File: config.mk
export PLATFORM = sky130hd
export DESIGN_NAME = addr_match_arbiter
export DESIGN_NICKNAME = d
export VERILOG_FILES = /design/src/rtl/addr_arb_pkg.sv /design/src/rtl/port_tracker.sv /design/src/rtl/arb_core.sv /design/src/rtl/busy_mux.sv /design/src/rtl/addr_match_arbiter.sv
export SDC_FILE = /design/constraint.sdc
export NUM_CORES = 1
export LEC_CHECK = 0
export ABC_AREA = 1
export BUFFER_PORTS_ARGS = -buffer_cell sky130_fd_sc_hd__buf_2
export CAP_MARGIN = 15
export CORE_ASPECT_RATIO = 1.75
export CORE_MARGIN = 1.5
export CORE_UTILIZATION = 35
export CTS_BUF_LIST = sky130_fd_sc_hd__clkbuf_8
export DETAILED_ROUTE_END_ITERATION = 6
export PLACE_DENSITY = 0.6
export SYNTH_ARGS = -nofsm -noshare
export SYNTH_HDL_FRONTEND = slang
export SYNTH_HIERARCHICAL = 1
export SYNTH_SLANG_ARGS = --single-unit
File: constraint.sdc
create_clock -name clk -period 1.56 [get_ports clk]
set_input_delay 0.312 -clock clk [delete_from_list [all_inputs] [get_ports clk]]
set_output_delay 0.312 -clock clk [all_outputs]
set_load 0.05 [all_outputs]
File: src/rtl/addr_arb_pkg.sv
package addr_arb_pkg;

    parameter int unsigned ARB_ADDR_W = 14;
    parameter int unsigned ARB_PORTS  = 2;

    typedef enum logic [1:0] {
        OWN_NONE  = 2'd0,
        OWN_LEFT  = 2'd1,
        OWN_RIGHT = 2'd2
    } owner_t;

    typedef struct packed {
        logic                  sel;
        logic [ARB_ADDR_W-1:0] addr;
    } port_req_t;

    function automatic logic same_word(input port_req_t a, input port_req_t b);
        return a.sel && b.sel && (a.addr == b.addr);
    endfunction

endpackage

File: src/rtl/port_tracker.sv
module port_tracker
    import addr_arb_pkg::*;
(
    input  logic      clk,
    input  logic      rst,
    input  port_req_t req_i,
    output logic      est_o
);
    port_req_t prev_q;

    always_ff @(posedge clk) begin
        if (rst) begin
            prev_q <= '0;
        end else begin
            prev_q <= req_i;
        end
    end

    // established: selected now and last cycle, same address both times
    assign est_o = req_i.sel && prev_q.sel && (prev_q.addr == req_i.addr);
endmodule

File: src/rtl/arb_core.sv
module arb_core
    import addr_arb_pkg::*;
(
    input  logic      clk,
    input  logic      rst,
    input  port_req_t req_l,
    input  port_req_t req_r,
    input  logic      est_l,
    input  logic      est_r,
    output logic      hit_o,
    output logic      lose_l,
    output logic      lose_r
);
    owner_t owner, owner_q;
    logic   hit, hit_q;

    assign hit = same_word(req_l, req_r) && !rst;

    always_comb begin
        if (!hit) begin
            owner = OWN_NONE;
        end else if (hit_q) begin
            owner = owner_q;
        end else if (est_r && !est_l) begin
            owner = OWN_RIGHT;
        end else begin
            owner = OWN_LEFT;
        end
    end

    always_ff @(posedge clk) begin
        if (rst) begin
            owner_q <= OWN_NONE;
            hit_q   <= 1'b0;
        end else begin
            owner_q <= owner;
            hit_q   <= hit;
        end
    end

    assign hit_o  = hit;
    assign lose_l = (owner == OWN_RIGHT);
    assign lose_r = (owner == OWN_LEFT);


    owner_kept_chk: assert property (@(posedge clk) disable iff (rst)
        (hit && hit_q) |-> (owner_q != OWN_NONE));
endmodule

File: src/rtl/busy_mux.sv
module busy_mux
    import addr_arb_pkg::*;
(
    input  logic                 master_sel,
    input  logic [ARB_PORTS-1:0] lose,
    input  logic [ARB_PORTS-1:0] ext_busy_n,
    output logic [ARB_PORTS-1:0] busy_n,
    output logic [ARB_PORTS-1:0] wr_block
);
    for (genvar p = 0; p < ARB_PORTS; p++) begin : g_side
        always_comb begin
            if (master_sel) begin
                busy_n[p]   = !lose[p];
                wr_block[p] = lose[p];
            end else begin
                busy_n[p]   = 1'b1;
                wr_block[p] = !ext_busy_n[p];
            end
        end
    end
endmodule

File: src/rtl/addr_match_arbiter.sv
module addr_match_arbiter
    import addr_arb_pkg::*;
(
    input  logic                  clk,
    input  logic                  rst,
    input  logic                  master_sel,
    input  logic                  left_cs_n,
    input  logic [ARB_ADDR_W-1:0] left_addr,
    input  logic                  left_busy_in_n,
    input  logic                  right_cs_n,
    input  logic [ARB_ADDR_W-1:0] right_addr,
    input  logic                  right_busy_in_n,
    output logic                  left_busy_n,
    output logic                  right_busy_n,
    output logic                  left_wr_block,
    output logic                  right_wr_block
);
    port_req_t            req [ARB_PORTS];
    logic [ARB_PORTS-1:0] est;
    logic [ARB_PORTS-1:0] lose;
    logic [ARB_PORTS-1:0] busy_n;
    logic [ARB_PORTS-1:0] wr_block;
    logic                 hit;

    assign req[0] = '{sel: !left_cs_n,  addr: left_addr};
    assign req[1] = '{sel: !right_cs_n, addr: right_addr};

    for (genvar p = 0; p < ARB_PORTS; p++) begin : g_trk
        port_tracker u_trk (
            .clk   (clk),
            .rst   (rst),
            .req_i (req[p]),
            .est_o (est[p])
        );
    end

    arb_core u_core (
        .clk    (clk),
        .rst    (rst),
        .req_l  (req[0]),
        .req_r  (req[1]),
        .est_l  (est[0]),
        .est_r  (est[1]),
        .hit_o  (hit),
        .lose_l (lose[0]),
        .lose_r (lose[1])
    );

    busy_mux u_mux (
        .master_sel (master_sel),
        .lose       (lose),
        .ext_busy_n ({right_busy_in_n, left_busy_in_n}),
        .busy_n     (busy_n),
        .wr_block   (wr_block)
    );

    assign left_busy_n    = busy_n[0];
    assign right_busy_n   = busy_n[1];
    assign left_wr_block  = wr_block[0];
    assign right_wr_block = wr_block[1];

    logic port_match;
    assign port_match = !left_cs_n && !right_cs_n && (left_addr == right_addr);


    never_both_chk: assert property (@(posedge clk) disable iff (rst)
        !(!left_busy_n && !right_busy_n));


    idle_release_chk: assert property (@(posedge clk) disable iff (rst)
        !port_match |-> (left_busy_n && right_busy_n && !hit));


    hold_right_chk: assert property (@(posedge clk) disable iff (rst)
        (master_sel && !right_busy_n) |=> (!master_sel || !port_match || !right_busy_n));


    hold_left_chk: assert property (@(posedge clk) disable iff (rst)
        (master_sel && !left_busy_n) |=> (!master_sel || !port_match || !left_busy_n));


    master_inhibit_chk: assert property (@(posedge clk) disable iff (rst)
        master_sel |-> ((left_wr_block == !left_busy_n) && (right_wr_block == !right_busy_n)));


    slave_quiet_chk: assert property (@(posedge clk) disable iff (rst)
        !master_sel |-> (left_busy_n && right_busy_n));
endmodule

==> results.cfg <==
[grt]
track_usage_pct = 15.2
antenna_found_initial = 0
grt_max_degree = 31
grt_pass1_wl_mm = 6.64
grt_pass1_vias = 1687
grt.overflow.total = 0

[power]
combPwrFrac_pct = 19.0
seq_power_share_pct = 45.5
swShare_pct = 26.4
cellPowerDensity_nw_per_um2 = 777
p_switching_uw = 527
peakVddDrop_uv = 683
p_int_mw = 1.47
total_power_mw = 2.00
power_frac_clock_pct = 35.4
leakagePower_nw = 1.57

[sta]
report.final.setup_viol = 4
max_freq_mhz = 445
worst_slack_ns = -0.690
tightest_slew_ns = 0.331
min_period_ns = 2.25
rsz0062_at_grt = true
drv_slew = 0
finalHoldViolCount = 0
skew_ns = 0.00256
fin_crit_sh_pct = 144
slew_headroom_pct = 77.9

[floorplan]
die_w_um = 57.3
coreArea_um2 = 4980
die-area_um2 = 5610
die_h_um = 98.0
io_pins = 39
fp-row-count = 34
initial_core_util_pct = 36.2

[place]
dp_slack_ns = -0.674
port_buffers = 38
gp_congestion = 0.763
dp_hpwl_mm = 3.14
dp.cells = 438

[drt]
wl_per_cell_um = 8.72
wirelength_mm = 3.90
drt.antenna.violating_nets = 0
vias = 1845
viasPerCell = 4.13
drc = 0
drt_iter0_drc = 42
drt_pre_antenna_iters = 4

[clock_network]
cts.sinks = 33
clock_latency_ns = 0.28
holdBufCountCts = 0
h-tree-depth = 2
cts_buffer_depth = 2
path_clk_slew_ns = 0.07
cts_made_buffers = 5
cts.root.buffer_cell = clkbuf_8
cts_tree = built

[run]
cap_violations = 0

[worst_setup_path]
cp-end-kind = output port
crit_path_max_fanout = 2
crit_required_ns = 1.25
crit_arrival_ns = 1.94
r2r_setup_slack_ns = 0.12
start_kind = flop
setup.worst_path.class = reg2out

[finish]
layout-area-overhead-vs-synth_pct = 42.4
final_util_pct = 51.6
instances_no_fill = 447
drive_gt1_share_pct = 31.8
diodes = 0
finalNetCount = 427

[synth]
syn_nets = 348
ys_warn_count = 6
netlist_instances = 313
synth_area_per_cell_um2 = 5.76
syn-cell-area_um2 = 1800

[run_status]
violations = setup timing
outcome = complete, but fails checks

[hold_path]
hp-class = in2reg
## power by group through the flow
stage	clock network [mW]	registers, mW	logic (mW)
after global placement	0	0.922	0.370
after global routing	0.772	0.913	0.431
after floorplan	0	0.920	0.194
after detailed placement	0	0.924	0.377
final	0.707	0.909	0.380
after CTS	0.732	0.906	0.385
## worst max-delay path, cell delays in order (launching register included)
cell and delay, ns:
dfxtp_2 0.34, inv_2 0.03, nand2_1 0.04, nand2_1 0.06, inv_1 0.05, nand2_1 0.05
nor2_2 0.10, nand2_1 0.06, nor2_1 0.10, nand3b_1 0.14, o21ai_1 0.08, inv_1 0.09
nand3_2 0.10, nor2_4 0.14, nand2_4 0.06, o21ai_4 0.06, buf_6 0.17
## what timing repair did
action	in CTS	in global routing
endpoints found under the setup margin	4	4
setup buffers	0	1
pin swaps	4	8
gates resized for setup	14	12
## layout by cell type (no fill, tap or decap), drive strengths merged, types with 3 or more instances in the layout
master and count:
nand2 111, inv 92, buf 74, nor2 52
dfxtp 33, xnor2 9, clkbuf 7, nand3 6
o21ai 3
## per-stage QoR
stage                     instance area [um^2]  TNS [ns]  hold WS (ns)
after floorplan                           1890    -0.531         0.377
after global placement                    2400     -2.09         0.559
after detailed placement                  2400     -2.23         0.562
after CTS                                 2540     -2.57         0.256
after global routing                      2570     -3.28         0.255
final                                     2570     -2.67         0.265
## per-layer routing
metal	up-vias	routed length, um	track usage, %
met4	0	71	6.08
met3	5	157	3.44
met5	-	0	0
li1	1015	-	-
met1	785	1550	14.9
met2	40	2120	29.2
## path summary, 6_finish.rpt
kind                             from                       end  cells past startpoint
max          g_trk[0].u_trk/prev_q[7]            right_wr_block                     16
min                     right_addr[7]  g_trk[1].u_trk/prev_q[7]                      3
max reg2reg  g_trk[0].u_trk/prev_q[7]         u_core/owner_q[1]                     13
min reg2reg         u_core/owner_q[0]         u_core/owner_q[0]                      4
## area by class of cell
class	instances	area, um^2
Sequential cell	33	679
Fill cell	544	2410
Clock inverter	1	5.00
Clock buffer	7	96.3
Multi-Input combinational cell	186	878
Timing Repair Buffer	74	479
Tap cell	54	67.6
Inverter	92	363
## registers in the layout, summed over array words and instances (netlist names)
name / count
u_core/owner_q: 2
g_trk.u_trk/prev_q: 30
u_core/hit_q: 1
Power figures use the tool's default switching activity.
